### src/rtl/aef_pkg.sv
package aef_pkg;
  typedef enum logic {
    OUT_ERROR = 1'b0,
    OUT_MUTE  = 1'b1
  } out_mode_e;
endpackage

### src/rtl/aef_frame_edge.sv
module aef_frame_edge (
  input  logic clk,
  input  logic rst,
  input  logic lrck_i,
  output logic tick_o
);
  logic lrck_q;

  always_ff @(posedge clk) begin
    if (rst) lrck_q <= 1'b0;
    else     lrck_q <= lrck_i;
  end

  assign tick_o = lrck_i & ~lrck_q;
endmodule

### src/rtl/aef_rate_watch.sv
module aef_rate_watch #(
  parameter int RATE_W = 4
) (
  input  logic              clk,
  input  logic              rst,
  input  logic              tick_i,
  input  logic              lock_err_i,
  input  logic [RATE_W-1:0] rate_i,
  output logic              mismatch_o
);
  logic [RATE_W-1:0] rate_q;
  logic              valid_q;

  always_ff @(posedge clk) begin
    if (rst) begin
      rate_q  <= '0;
      valid_q <= 1'b0;
    end else begin
      if (lock_err_i)  valid_q <= 1'b0;
      else if (tick_i) valid_q <= 1'b1;
      if (tick_i)      rate_q  <= rate_i;
    end
  end

  assign mismatch_o = tick_i & valid_q & ~lock_err_i & (rate_i != rate_q);
endmodule

### src/rtl/aef_hold_ctr.sv
module aef_hold_ctr #(
  parameter int HOLD_SHORT = 576,
  parameter int HOLD_LONG  = 1152
) (
  input  logic clk,
  input  logic rst,
  input  logic err_i,
  input  logic tick_i,
  input  logic long_i,
  output logic flag_nxt_o,
  output logic flag_o
);
  localparam int CNT_W = $clog2(HOLD_LONG + 1);

  logic [CNT_W-1:0] cnt_q, cnt_n, len;
  logic             flag_q, flag_n;

  assign len = long_i ? CNT_W'(HOLD_LONG) : CNT_W'(HOLD_SHORT);

  always_comb begin
    flag_n = flag_q;
    cnt_n  = cnt_q;
    if (err_i) begin
      flag_n = 1'b1;
      cnt_n  = len;
    end else if (flag_q) begin
      if (cnt_q == '0) begin
        cnt_n = len;
      end else if (tick_i) begin
        if (cnt_q == CNT_W'(1)) begin
          flag_n = 1'b0;
          cnt_n  = '0;
        end else begin
          cnt_n = cnt_q - CNT_W'(1);
        end
      end
    end
  end

  always_ff @(posedge clk) begin
    if (rst) begin
      flag_q <= 1'b1;
      cnt_q  <= '0;
    end else begin
      flag_q <= flag_n;
      cnt_q  <= cnt_n;
    end
  end

  assign flag_nxt_o = flag_n;
  assign flag_o     = flag_q;
endmodule

### src/rtl/audio_err_flag.sv
module audio_err_flag
  import aef_pkg::*;
#(
  parameter int RATE_W     = 4,
  parameter int HOLD_SHORT = 576,
  parameter int HOLD_LONG  = 1152
) (
  input  logic              clk,
  input  logic              rst,
  input  logic              lock_err_i,
  input  logic              parity_err_i,
  input  logic              fmt_err_i,
  input  logic              lrck_i,
  input  logic [RATE_W-1:0] rate_i,
  input  logic              mute_i,
  input  logic              mode_sel_i,
  input  logic              hold_long_i,
  output logic              flag_o,
  output logic              status_o
);
  logic      tick, rate_bad, any_err, err_nxt;
  out_mode_e mode;

  assign mode = out_mode_e'(mode_sel_i);

  aef_frame_edge u_edge (
    .clk    (clk),
    .rst    (rst),
    .lrck_i (lrck_i),
    .tick_o (tick)
  );

  aef_rate_watch #(.RATE_W(RATE_W)) u_rate (
    .clk        (clk),
    .rst        (rst),
    .tick_i     (tick),
    .lock_err_i (lock_err_i),
    .rate_i     (rate_i),
    .mismatch_o (rate_bad)
  );

  assign any_err = lock_err_i | parity_err_i | fmt_err_i | rate_bad;

  aef_hold_ctr #(.HOLD_SHORT(HOLD_SHORT), .HOLD_LONG(HOLD_LONG)) u_hold (
    .clk        (clk),
    .rst        (rst),
    .err_i      (any_err),
    .tick_i     (tick),
    .long_i     (hold_long_i),
    .flag_nxt_o (err_nxt),
    .flag_o     (status_o)
  );

  always_ff @(posedge clk) begin
    if (rst) flag_o <= 1'b1;
    else     flag_o <= (mode == OUT_MUTE) ? mute_i : err_nxt;
  end
endmodule

### config.mk
export PLATFORM = sky130hd
export DESIGN_NAME = audio_err_flag
export DESIGN_NICKNAME = d
export VERILOG_FILES = /design/src/rtl/aef_pkg.sv /design/src/rtl/aef_frame_edge.sv /design/src/rtl/aef_rate_watch.sv /design/src/rtl/aef_hold_ctr.sv /design/src/rtl/audio_err_flag.sv
export SDC_FILE = /design/constraint.sdc
export NUM_CORES = 1
export LEC_CHECK = 0
export CORE_MARGIN = 2
export CORE_UTILIZATION = 57
export DETAILED_ROUTE_END_ITERATION = 8
export GPL_TIMING_DRIVEN = 0
export PLACE_DENSITY = 0.91
export SKIP_LAST_GASP = 1
export SYNTH_ARGS = -nofsm -noshare
export SYNTH_HDL_FRONTEND = slang
export SYNTH_SLANG_ARGS = --single-unit
### constraint.sdc
create_clock -name clk -period 4.25 [get_ports clk]
set_input_delay 1.275 -clock clk [delete_from_list [all_inputs] [get_ports clk]]
set_output_delay 1.275 -clock clk [all_outputs]
set_load 0.03 [all_outputs]
==> results of run 1 <==
## cells by family after synthesis
kind of cell    count (synthesis)  synth area share
simple gates                   59             0.296
compound gates                 40             0.244
flops                          19             0.343
buf+inv                        12            0.0429
xor+xnor                        5            0.0395
fa+ha+maj                       3            0.0339
## worst paths after layout
path | startpoint | endpoint | slack (ns) | cells past startpoint
min | u_rate.rate_q[0]$_SDFFE_PP0N_ | u_rate.rate_q[0]$_SDFFE_PP0N_ | 0.48 | 2
min reg2reg | u_rate.rate_q[0]$_SDFFE_PP0N_ | u_rate.rate_q[0]$_SDFFE_PP0N_ | 0.48 | 2
max reg2reg | u_hold.cnt_q[0]$_SDFFE_PP0P_ | u_hold.cnt_q[9]$_SDFFE_PP0P_ | 1.90 | 8
max | rate_i[1] | u_hold.cnt_q[1]$_SDFFE_PP0P_ | 0.92 | 6
## worst max-delay path, cell delays in order
cell and delay, ns:
clkdlybuf4s50_1 0.43, xor2_1 0.19, o41ai_1 0.67, nand2_1 0.32
or4b_1 0.55, a21oi_1 0.14
## cell type report
cell class,count,share of cell area
Buffer,5,0.0163
Clock buffer,3,0.0172
Clock inverter,1,0.00383
Inverter,7,0.0201
Multi-Input combinational cell,107,0.520
Sequential cell,19,0.291
Tap cell,25,0.0239
Timing Repair Buffer,14,0.107
## metrics by stage
step | cell area (um2) | utilization
floorplan | 1110 | -
global placement | 1280 | 0.717
detailed placement | 1280 | 0.717
CTS | 1310 | 0.733
global route | 1310 | 0.733
finish | 1310 | 0.733
## sequential cells by signal (all words and copies together) (netlist names)
name            flops
flag_o              1
u_edge.lrck_q       1
u_hold.cnt_q       11
u_hold.flag_o       1
u_rate.rate_q       4
u_rate.valid_q      1
## layout by cell type, fill, tap and decap left out, drive strengths merged, types with 2 or more instances in the layout
cell,n
or3,9
a211oi,3
ha,3
o41ai,2
dfxtp,19
or4,2
a31oi,2
nor4,3
nor2,6
clkdlybuf4s50,14
nand2,15
nand3,4
o21ai,10
nor3,5
buf,2
inv,7
o31ai,3
xor2,4
or4b,2
a21oi,13
nand4b,2
nor2b,3
clkbuf,6
## metal layers
metal,vias to the layer above,GRT usage,wire [um]
met5,-,0,0
met3,5,0.0453,123
met1,530,0.340,1170
met4,0,0.0973,29
li1,549,-,-
met2,29,0.443,1260
## power by group
group	switching, W	internal [W]	total [W]
Combinational	0.0000528	0.0000433	0.0000960
Sequential	0.00000733	0.000187	0.000194
Clock	0.0000580	0.0000351	0.0000931
Total	0.000118	0.000265	0.000383
==> summary.md, run 1 <==
| Metric | Value |
|---|---|
| # fillers | `145` |
| Vias in the first global route | `1,034` |
| Number of instances in the placed design | `177` |
| Fmax | `300 MHz` |
| DP HPWL | `1990 um` |
| # resized after CTS | `0` |
| PortBufs | `14` |
| Post-synth top area share | `0.344` |
| Yosys warnings | `0` |
| Via count | `1,113` |
| Final period utilization | `0.784` |
| Hold slack | `0.477 ns` |
| # hold bufs at CTS | `0` |
| Seq/Total Area, Yosys | `0.344` |
| Status | `completed` |
| Area Overhead vs Synth | `18.0%` |
| Netlist cell types | `40` |
| Starting Density | `0.621` |
| Most frequent cell after synthesis | `dfxtp_1` |
| HP Class | `flip-flop to flip-flop` |
| Synthesized flop and latch total | `19` |
| RePlAce Congestion | `0.920` |
| Layout Nets | `173` |
| IO Pins | `15` |
| Setup TNS | `0 ns` |
| First-pass GRT wire length | `4270 um` |
| Wirelength, routed | `2590 um` |
| Place WS | `0.639 ns` |
| Setup violators final | `0` |
| CTS tree | `done` |
| Vias/cell | `6.15` |
| Total grt overflow | `0` |
| DRC violations left | `0` |
| Clock latency at the later pin of the worst-skew pair | `0.30 ns` |
| Row cnt | `15` |
| Worst setup EP type | `flip-flop` |
| Ant diodes | `0` |
| Fraction of layout cells with a size suffix above 1 | `0.0641` |
| Pins over their slew limit | `0` |
| Largest cells by area after synthesis | `dfxtp_1 (34%), a21oi_1 (5.9%), nand2_1 (5.1%), or3_1 (5.1%), o21ai_0 (4.5%)` |
| Worst vdd ir | `173 uV` |
| Max Cap Viol | `0` |
| Setup Fix Bufs, Post-CTS | `0` |
| Synth async-reset ratio | `0` |
| Die W | `48.1 um` |
| Core Region | `1780 um2` |
| Final Hold Vio Count | `0` |
| Average wire per standard cell | `14.3 um` |
| Post-synth EDFFs | `0` |
| Final Non-Filler Cells | `181` |
| Synth Area per Inst | `8.02 um2` |
| Top cells by count, synth | `dfxtp_1 (19), nand2_1 (15), a21oi_1 (13)` |
| Vert. Die Dim | `48.1 um` |
| Root Buffer Master | `clkbuf_4` |
| # H-tree levels | `1` |
| Most used DFF post-synth | `dfxtp_1` |
| Post-Synthesis Cell Area | `1110 um2` |
| Power Density | `293 nW/um2` |
| Gr usage total | `0.265` |
| DIE AREA | `2310 um2` |
| Initial DRC Count | `41` |
| Final Total Pwr | `0.000383 W` |
| WS Path Type | `input pin to flip-flop` |
| Worst Path Arrival | `3.57 ns` |
| Worst-Margin Slew | `0.850 ns` |
| Worst-case clock buffer depth | `2` |
| Post-Syn Nets | `154` |
| Largest net degree at the start of global routing | `12` |
| Clk sinks | `19` |
| RSZ-0062 raised after global routing | `no` |
| Cts bufs inserted | `3` |
| Critical path launch point type | `input pin` |
| Clk_skew | `0.000776 ns` |
| Register area | `380 um2` |
| Required time of the worst setup path | `4.49 ns` |
| Final min period | `3.33 ns` |
| Multi-input gate area | `679 um2` |
| Max_slew headroom | `0.428` |
| DRT antenna net count | `0` |
| Cell count after synthesis | `138` |
| CTS clock-pin slew for the worst setup and hold paths | `0.11 ns` |
| Initial antenna violation count | `0` |
| LEAKAGE | `0.524 nW` |
| Largest area contributor in the netlist | `dfxtp_1` |
| Setup ws final | `0.917 ns` |
| Largest fanout on the critical path | `5` |
| First-pass iteration count of the detailed router | `4` |
(Power assumes the default switching activity.)
==> inputs of run 2 (changes only) <==
Settings changed: CORE_UTILIZATION 57 to 48, PLACE_DENSITY 0.91 to 0.83.
Clock period 4.25 ns to 2.9 ns, I/O delays scaled along.
==> run 2 against run 1 <==
  * Total power up 48%
  * Critical path depth up 1
  * Clock power up 51%
  * Largest cell class unchanged
  * Highest routed layer unchanged
  * Largest power group unchanged
  * Via count down 0.72%
  * Hold slack worse by 0.0029 ns
  * First-iteration DRC count down 4.9%
==> summary.md, run 2 (synthesis gave the netlist of run 1 again) <==
| Metric | Value |
|---|---|
| Status | `completed (unchanged)` |
| Worst Path Arrival | `2.91 ns (was 3.57 ns)` |
| First-pass iteration count of the detailed router | `4 (unchanged)` |
| RSZ-0062 raised after global routing | `no (unchanged)` |
| Fraction of layout cells with a size suffix above 1 | `0.0705 (was 0.0641)` |
| Die W | `52.0 um (was 48.1 um)` |
| DIE AREA | `2710 um2 (was 2310 um2)` |
| Pins over their slew limit | `0 (unchanged)` |
| Max Cap Viol | `0 (unchanged)` |
| Worst-case clock buffer depth | `2 (unchanged)` |
| Setup violators final | `0 (unchanged)` |
| Largest fanout on the critical path | `10 (was 5)` |
| Met3 Use GR | `0.0259 (was 0.0453)` |
| Setup Fix Bufs, Post-CTS | `0 (unchanged)` |
| Global routing usage on met2 | `0.376 (was 0.443)` |
| Initial DRC Count | `39 (was 41)` |
| CTS tree | `done (unchanged)` |
| Global route hottest layer | `met2 (unchanged)` |
| Total grt overflow | `0 (unchanged)` |
| Clk_skew | `0.00117 ns (was 0.000776 ns)` |
| Row cnt | `17 (was 15)` |
| Worst reg2reg path startpoint | `u_hold.cnt_q[0]$_SDFFE_PP0P_ (unchanged)` |
| Largest net degree at the start of global routing | `12 (unchanged)` |
| Place WS | `-0.306 ns (was 0.639 ns)` |
| Core Region | `2190 um2 (was 1780 um2)` |
| DP HPWL | `1990 um (about the same)` |
| Final min period | `2.74 ns` |
| # fillers | `205 (was 145)` |
| Required time of the worst setup path | `3.08 ns (was 4.49 ns)` |
| Worst-Margin Slew | `0.896 ns (was 0.850 ns)` |
| Most common cell after layout, fill and taps aside | `dfxtp_1 (unchanged)` |
| Setup ws final | `0.165 ns (was 0.917 ns)` |
| Initial antenna violation count | `0 (unchanged)` |
| LEAKAGE | `0.525 nW (was 0.524 nW)` |
| First-pass GRT wire length | `4510 um (was 4270 um)` |
| Largest register FFs | `11 (unchanged)` |
| Root Buffer Master | `clkbuf_4 (unchanged)` |
| Hold EP | `u_rate.rate_q[3]$_SDFFE_PP0N_ (was u_rate.rate_q[0]$_SDFFE_PP0N_)` |
| Hold_sp | `u_rate.rate_q[3]$_SDFFE_PP0N_ (was u_rate.rate_q[0]$_SDFFE_PP0N_)` |
| Commonest non-fill, non-tap cells in the layout | `dfxtp_1 (19), nand2_1 (15), clkdlybuf4s50_1 (14), a21oi_1 (13), o21ai_0 (10) (unchanged)` |
| CTS clock-pin slew for the worst setup and hold paths | `0.11 ns (about the same)` |
| Layout Nets | `173 (unchanged)` |
| Worst reg-to-reg setup slack | `0.58 ns (was 1.90 ns)` |
| Met1 usage | `0.290 (was 0.340)` |
| Gr usage total | `0.221 (was 0.265)` |
| # resized after CTS | `0 (unchanged)` |
| Final Non-Filler Cells | `184 (was 181)` |
| Vias in the first global route | `1,014 (was 1,034)` |
| Power Density | `430 nW/um2 (was 293 nW/um2)` |
| R2R Path End | `u_hold.cnt_q[1]$_SDFFE_PP0P_ (was u_hold.cnt_q[9]$_SDFFE_PP0P_)` |
| Worst vdd ir | `289 uV (was 173 uV)` |
| Clk sinks | `19 (unchanged)` |
| Largest regs | `u_hold.cnt_q: 11 flops, u_rate.rate_q: 4 flops (unchanged)` |
| # H-tree levels | `1 (unchanged)` |
| DRT antenna net count | `0 (unchanged)` |
| Most flops, register | `u_hold.cnt_q (unchanged)` |
| Cts bufs inserted | `3 (unchanged)` |
| Ant diodes | `0 (unchanged)` |
| Fmax | `366 MHz` |
| Final Hold Vio Count | `0 (unchanged)` |
| Max_slew headroom | `0.397 (was 0.428)` |
| Worst setup EP type | `flip-flop (unchanged)` |
| Wirelength, routed | `2640 um (was 2590 um)` |
| PortBufs | `14 (unchanged)` |
| Number of instances in the placed design | `180 (was 177)` |
| WS Path Type | `input pin to flip-flop (unchanged)` |
| DRC violations left | `0 (unchanged)` |
| HP Class | `flip-flop to flip-flop (unchanged)` |
| Hold Path Stages | `2 (unchanged)` |
| Area Overhead vs Synth | `19.0% (was 18.0%)` |
| Starting Density | `0.505 (was 0.621)` |
| Vias/cell | `6.01 (was 6.15)` |
| Via count | `1,105 (was 1,113)` |
| Average wire per standard cell | `14.3 um (about the same)` |
| RePlAce Congestion | `0.923 (was 0.920)` |
| # hold bufs at CTS | `0 (unchanged)` |
| Clock latency at the later pin of the worst-skew pair | `0.30 ns (about the same)` |
| Core Util, Final | `0.601 (was 0.733)` |
| Critical path launch point type | `input pin (unchanged)` |
| Final period utilization | `0.943` |
| R2R cell count | `7 (was 8)` |
| Vert. Die Dim | `52.0 um (was 48.1 um)` |
| IO Pins | `15 (unchanged)` |
run 2: power breakdown:
group	switching [W]	internal (W)
clock	0.0000894	0.0000515
sequential	0.0000111	0.000274
combinational	0.0000770	0.0000636
run 2: final cells by class:
| type | instances | area [um2] | area share |
|---|---|---|---|
| Buffer | 5 | 21.3 | 0.0161 |
| Clock buffer | 3 | 22.5 | 0.0171 |
| Clock inverter | 1 | 5.00 | 0.00380 |
| Inverter | 7 | 26.3 | 0.0199 |
| Multi-Input combinational cell | 107 | 687 | 0.521 |
| Sequential cell | 19 | 380 | 0.289 |
| Tap cell | 28 | 35.0 | 0.0266 |
| Timing Repair Buffer | 14 | 140 | 0.106 |
run 2: through the flow:
stage | setup TNS, ns | cell area, um2 | power, W | hold WS, ns
6_report | 0 | 1320 | 0.000566 | 0.474
5_1_grt | 0 | 1320 | 0.000598 | 0.507
4_1_cts | 0 | 1310 | 0.000565 | 0.475
3_5_place_dp | -1.11 | 1280 | 0.000428 | 0.459
3_3_place_gp | -0.881 | 1280 | 0.000424 | 0.453
2_1_floorplan | 0 | 1110 | 0.000384 | 0.448
run 2: routing by layer:
| layer | up-vias | share of wire |
|---|---|---|
| li1 | 546 | - |
| met3 | 4 | 0.046 |
| met1 | 517 | 0.46 |
| met5 | - | 0 |
| met2 | 38 | 0.48 |
| met4 | 0 | 0.010 |
run 2: critical path: stages:
cell	delay, ns
clkdlybuf4s50_1	0.45
xor2_1	0.20
o41a_1	0.48
a211oi_2	0.39
buf_2	0.30
o21bai_1	0.14
a221oi_1	0.10
run 2: how the worst max path moves through the flow:
stage | start | end | slack, ns | cells past startpoint
floorplan | rate_i[1] | u_hold.cnt_q[1]$_SDFFE_PP0P_ | 0.47 | 5
global placement | rate_i[1] | u_hold.cnt_q[1]$_SDFFE_PP0P_ | -0.23 | 6
detailed placement | rate_i[3] | u_hold.cnt_q[1]$_SDFFE_PP0P_ | -0.31 | 6
CTS | rate_i[3] | u_hold.cnt_q[1]$_SDFFE_PP0P_ | 0.02 | 6
global route | rate_i[3] | u_hold.cnt_q[5]$_SDFFE_PP0P_ | 0.06 | 7
finish | rate_i[3] | u_hold.cnt_q[9]$_SDFFE_PP0P_ | 0.16 | 7
==> inputs of run 3 (changes only) <==
Settings changed: ABC_AREA set to 1, CORE_MARGIN 2 to not set, CORE_UTILIZATION 48 to 50, PLACE_DENSITY 0.83 to 0.84.
==> run 3 against run 2 <==
  * Total power up 11%
  * Final area up 14%
  * Register-to-register slack better by 0.59 ns
  * Global-route usage up 1.9 points
  * Critical path depth up 5
  * Critical endpoint is now u_hold.cnt_q[1]$_SDFFE_PP0P_
  * Highest routed layer unchanged
  * Sequential share of layout area down 3.5 points
  * Clock skew up 0.0093 ns
  * Synthesized area up 17%
  * Sequential power up 2%
==> summary.md, run 3 <==
| Metric | Value |
|---|---|
| Critical path launch point type | `input pin (unchanged)` |
| Starting Density | `0.529 (was 0.505)` |
| # resized after CTS | `0 (unchanged)` |
| DRT antenna net count | `0 (unchanged)` |
| Delay-heaviest family, CP | `simple AND/OR/NAND/NOR gates (was compound AO/OA/AOI/OAI gates)` |
| Setup Fix Bufs, Post-CTS | `0 (unchanged)` |
| Setup TNS | `0 ns (unchanged)` |
| Cell count after synthesis | `198 (was 138)` |
| Place WS | `0.329 ns (was -0.306 ns)` |
| Initial DRC Count | `32 (was 39)` |
| Hold slack | `0.479 ns (was 0.474 ns)` |
| Worst-Margin Slew | `0.461 ns (was 0.896 ns)` |
| Clock latency at the later pin of the worst-skew pair | `0.30 ns (about the same)` |
| Worst-case clock buffer depth | `2 (unchanged)` |
| Clk sinks | `19 (unchanged)` |
| Post-Synthesis Cell Area | `1300 um2 (was 1110 um2)` |
| Vias/cell | `5.00 (was 6.01)` |
| Commonest non-fill, non-tap cells in the layout | `nand2_1 (47), nor2_1 (35), inv_1 (26), nand3_1 (24), dfxtp_1 (19) (was dfxtp_1 (19), nand2_1 (15), clkdlybuf4s50_1 (14), a21oi_1 (13), o21ai_0 (10))` |
| Max incr delay on CP | `0.50 ns (was 0.48 ns)` |
| Average wire per standard cell | `11.2 um (was 14.3 um)` |
| Post-route cell area | `1500 um2 (was 1320 um2)` |
| CTS tree | `done (unchanged)` |
| Worst reg-to-reg setup slack | `1.17 ns (was 0.58 ns)` |
| Most frequent cell after synthesis | `nand2_1 (was dfxtp_1)` |
| Die W | `52.9 um (was 52.0 um)` |
| Most common cell after layout, fill and taps aside | `nand2_1 (was dfxtp_1)` |
| Post-synth top area share | `0.293 (was 0.344)` |
| Pins over their slew limit | `0 (unchanged)` |
| CP Cell Sequence | `clkdlybuf4s50_1, inv_1, nand2_1, nand2_1, nor2_1, nand2_1, nand2_2, nand4_4, nand2_4, inv_4, nor2_1, nor2_1 (was clkdlybuf4s50_1, xor2_1, o41a_1, a211oi_2, buf_2, o21bai_1, a221oi_1)` |
| # H-tree levels | `1 (unchanged)` |
| WS Path Type | `input pin to flip-flop (unchanged)` |
| R2R cell count | `9 (was 7)` |
| Area Overhead vs Synth | `15.7% (was 19.0%)` |
| Layout Nets | `233 (was 173)` |
| Initial antenna violation count | `0 (unchanged)` |
| Setup ws final | `0.628 ns (was 0.165 ns)` |
| DRC violations left | `0 (unchanged)` |
| Largest cells by area after synthesis | `dfxtp_1 (29%), nand2_1 (14%), nor2_1 (10%), nand3_1 (9.3%), inv_1 (7.5%) (was dfxtp_1 (34%), a21oi_1 (5.9%), nand2_1 (5.1%), or3_1 (5.1%), o21ai_0 (4.5%))` |
| Fraction of layout cells with a size suffix above 1 | `0.0880 (was 0.0705)` |
| Vias in the first global route | `1,192 (was 1,014)` |
| Largest area contributor in the netlist | `dfxtp_1 (unchanged)` |
| DP HPWL | `2120 um (was 1990 um)` |
| First-pass iteration count of the detailed router | `4 (unchanged)` |
| Synth async-reset ratio | `0 (unchanged)` |
| Power Density | `419 nW/um2 (was 430 nW/um2)` |
| # hold bufs at CTS | `0 (unchanged)` |
| Largest regs | `u_hold.cnt_q: 11 flops, u_rate.rate_q: 4 flops (unchanged)` |
| Hold EP | `u_rate.rate_q[3]$_SDFFE_PP0N_ (unchanged)` |
| Synthesized flop and latch total | `19 (unchanged)` |
| Top cells by count, synth | `nand2_1 (47), nor2_1 (35), inv_1 (26) (was dfxtp_1 (19), nand2_1 (15), a21oi_1 (13))` |
| Post-Syn Nets | `214 (was 154)` |
| Cts bufs inserted | `3 (unchanged)` |
| CTS clock-pin slew for the worst setup and hold paths | `0.10 ns (was 0.11 ns)` |
| Hold Path Stages | `2 (unchanged)` |
| Max Cap Viol | `0 (unchanged)` |
| Slowest-stage cell, CP | `clkdlybuf4s50_1 (was o41a_1)` |
| PortBufs | `14 (unchanged)` |
| Final period utilization | `0.783 (was 0.943)` |
| IO Pins | `15 (unchanged)` |
| LEAKAGE | `0.738 nW (was 0.525 nW)` |
| Clk_skew | `0.0105 ns (was 0.00117 ns)` |
| Root Buffer Master | `clkbuf_4 (unchanged)` |
| First-pass GRT wire length | `4910 um (was 4510 um)` |
| Worst vdd ir | `397 uV (was 289 uV)` |
| Most flops, register | `u_hold.cnt_q (unchanged)` |
| Max_slew headroom | `0.693 (was 0.397)` |
| RSZ-0062 raised after global routing | `no (unchanged)` |
| Final min period | `2.27 ns (was 2.74 ns)` |
| Row cnt | `18 (was 17)` |
| Hold_sp | `u_rate.rate_q[3]$_SDFFE_PP0N_ (unchanged)` |
| Setup violators final | `0 (unchanged)` |
| Vert. Die Dim | `52.9 um (was 52.0 um)` |
| Wirelength, routed | `2750 um (was 2640 um)` |
| HP Class | `flip-flop to flip-flop (unchanged)` |
| Final Hold Vio Count | `0 (unchanged)` |
| Worst setup EP type | `flip-flop (unchanged)` |
| RePlAce Congestion | `0.926 (was 0.923)` |
| Worst Path Arrival | `2.47 ns (was 2.91 ns)` |
| Core Region | `2450 um2 (was 2190 um2)` |
| DIE AREA | `2800 um2 (was 2710 um2)` |
| Post-DP Area | `1480 um2 (was 1280 um2)` |
| Buffers & Inverters on Critical Path | `3 (was 2)` |
| Synth Area per Inst | `6.55 um2 (was 8.02 um2)` |
| Largest net degree at the start of global routing | `11 (was 12)` |
| R2R Path End | `u_hold.cnt_q[6]$_SDFFE_PP0P_ (was u_hold.cnt_q[1]$_SDFFE_PP0P_)` |
| Worst reg2reg path startpoint | `u_hold.cnt_q[0]$_SDFFE_PP0P_ (unchanged)` |
| Required time of the worst setup path | `3.10 ns (was 3.08 ns)` |
| Fmax | `440 MHz (was 366 MHz)` |
| Seq/Total Area, Yosys | `0.293 (was 0.344)` |
| Final Total Pwr | `0.000629 W (was 0.000566 W)` |
| Netlist cell types | `29 (was 40)` |
| Status | `completed (unchanged)` |
| Yosys warnings | `0 (unchanged)` |
| Gr usage total | `0.240 (was 0.221)` |
| Largest register FFs | `11 (unchanged)` |
| Largest fanout on the critical path | `10 (unchanged)` |
| Ant diodes | `0 (unchanged)` |
| Most used DFF post-synth | `dfxtp_1 (unchanged)` |
| Post-synth EDFFs | `0 (unchanged)` |
| Total grt overflow | `0 (unchanged)` |
| Via count | `1,231 (was 1,105)` |
run 3: cell count changes in the layout (fill, tap and decap cells not counted), moves of 4 or more:
cell and delta:
nand2_1 +32, inv_1 +19, nand3_1 +20, nor3_1 -5
nor2_1 +29, a21oi_1 -4, or3_1 -9
run 3: how the worst max path moves through the flow:
stage / from / endpoint / slack, ns / depth (start not counted)
2_1_floorplan: lrck_i / u_hold.cnt_q[1]$_SDFFE_PP0P_ / 1.03 / 8
3_3_place_gp: rate_i[1] / u_hold.cnt_q[0]$_SDFFE_PP0P_ / 0.35 / 12
3_5_place_dp: rate_i[1] / u_hold.cnt_q[1]$_SDFFE_PP0P_ / 0.33 / 12
4_1_cts: rate_i[1] / u_hold.cnt_q[1]$_SDFFE_PP0P_ / 0.65 / 12
5_1_grt: rate_i[1] / u_hold.cnt_q[3]$_SDFFE_PP0P_ / 0.43 / 12
6_report: rate_i[0] / u_hold.cnt_q[1]$_SDFFE_PP0P_ / 0.63 / 12
run 3: layout make-up:
| class | instances | area (um2) |
|---|---|---|
| timing repair buffer | 14 | 140 |
| tap | 30 | 37.5 |
| clock buffer | 4 | 26.3 |
| fill | 243 | 953 |
| multi-input combinational | 148 | 793 |
| buffer | 2 | 7.51 |
| sequential | 19 | 380 |
| inverter | 29 | 116 |
run 3: routing by layer:
layer,wire length (um),vias up,track usage
li1,-,665,-
met1,1360,536,0.296
met2,1260,26,0.414
met3,90,4,0.0632
met4,31,0,0.0526
met5,0,-,0
run 3: where the power goes:
| part | internal [W] | switching, W |
|---|---|---|
| Clock | 0.0000536 | 0.0000838 |
| Sequential | 0.000277 | 0.0000127 |
| Combinational | 0.0000795 | 0.000123 |
| Total | 0.000410 | 0.000219 |
run 3: kinds of logic (layout without fill, tap and decap cells):
logic type | Yosys count | count (layout) | share of synthesized area
simple gates | 120 | 120 | 0.460
buf+inv | 31 | 49 | 0.0955
compound gates | 20 | 20 | 0.0887
flops | 19 | 19 | 0.293
xor+xnor | 5 | 5 | 0.0337
fa+ha+maj | 3 | 3 | 0.0289
run 3: worst min-delay path, cell delays in order, from the launching register on:
cell	delay (ns)
dfxtp_1	0.32
inv_1	0.07
a21oi_1	0.06
run 3: per-stage QoR:
step,instances,util
2_1_floorplan,198,-
5_1_grt,246,0.612
3_3_place_gp,242,0.601
6_report,246,0.612
3_5_place_dp,242,0.601
4_1_cts,246,0.612
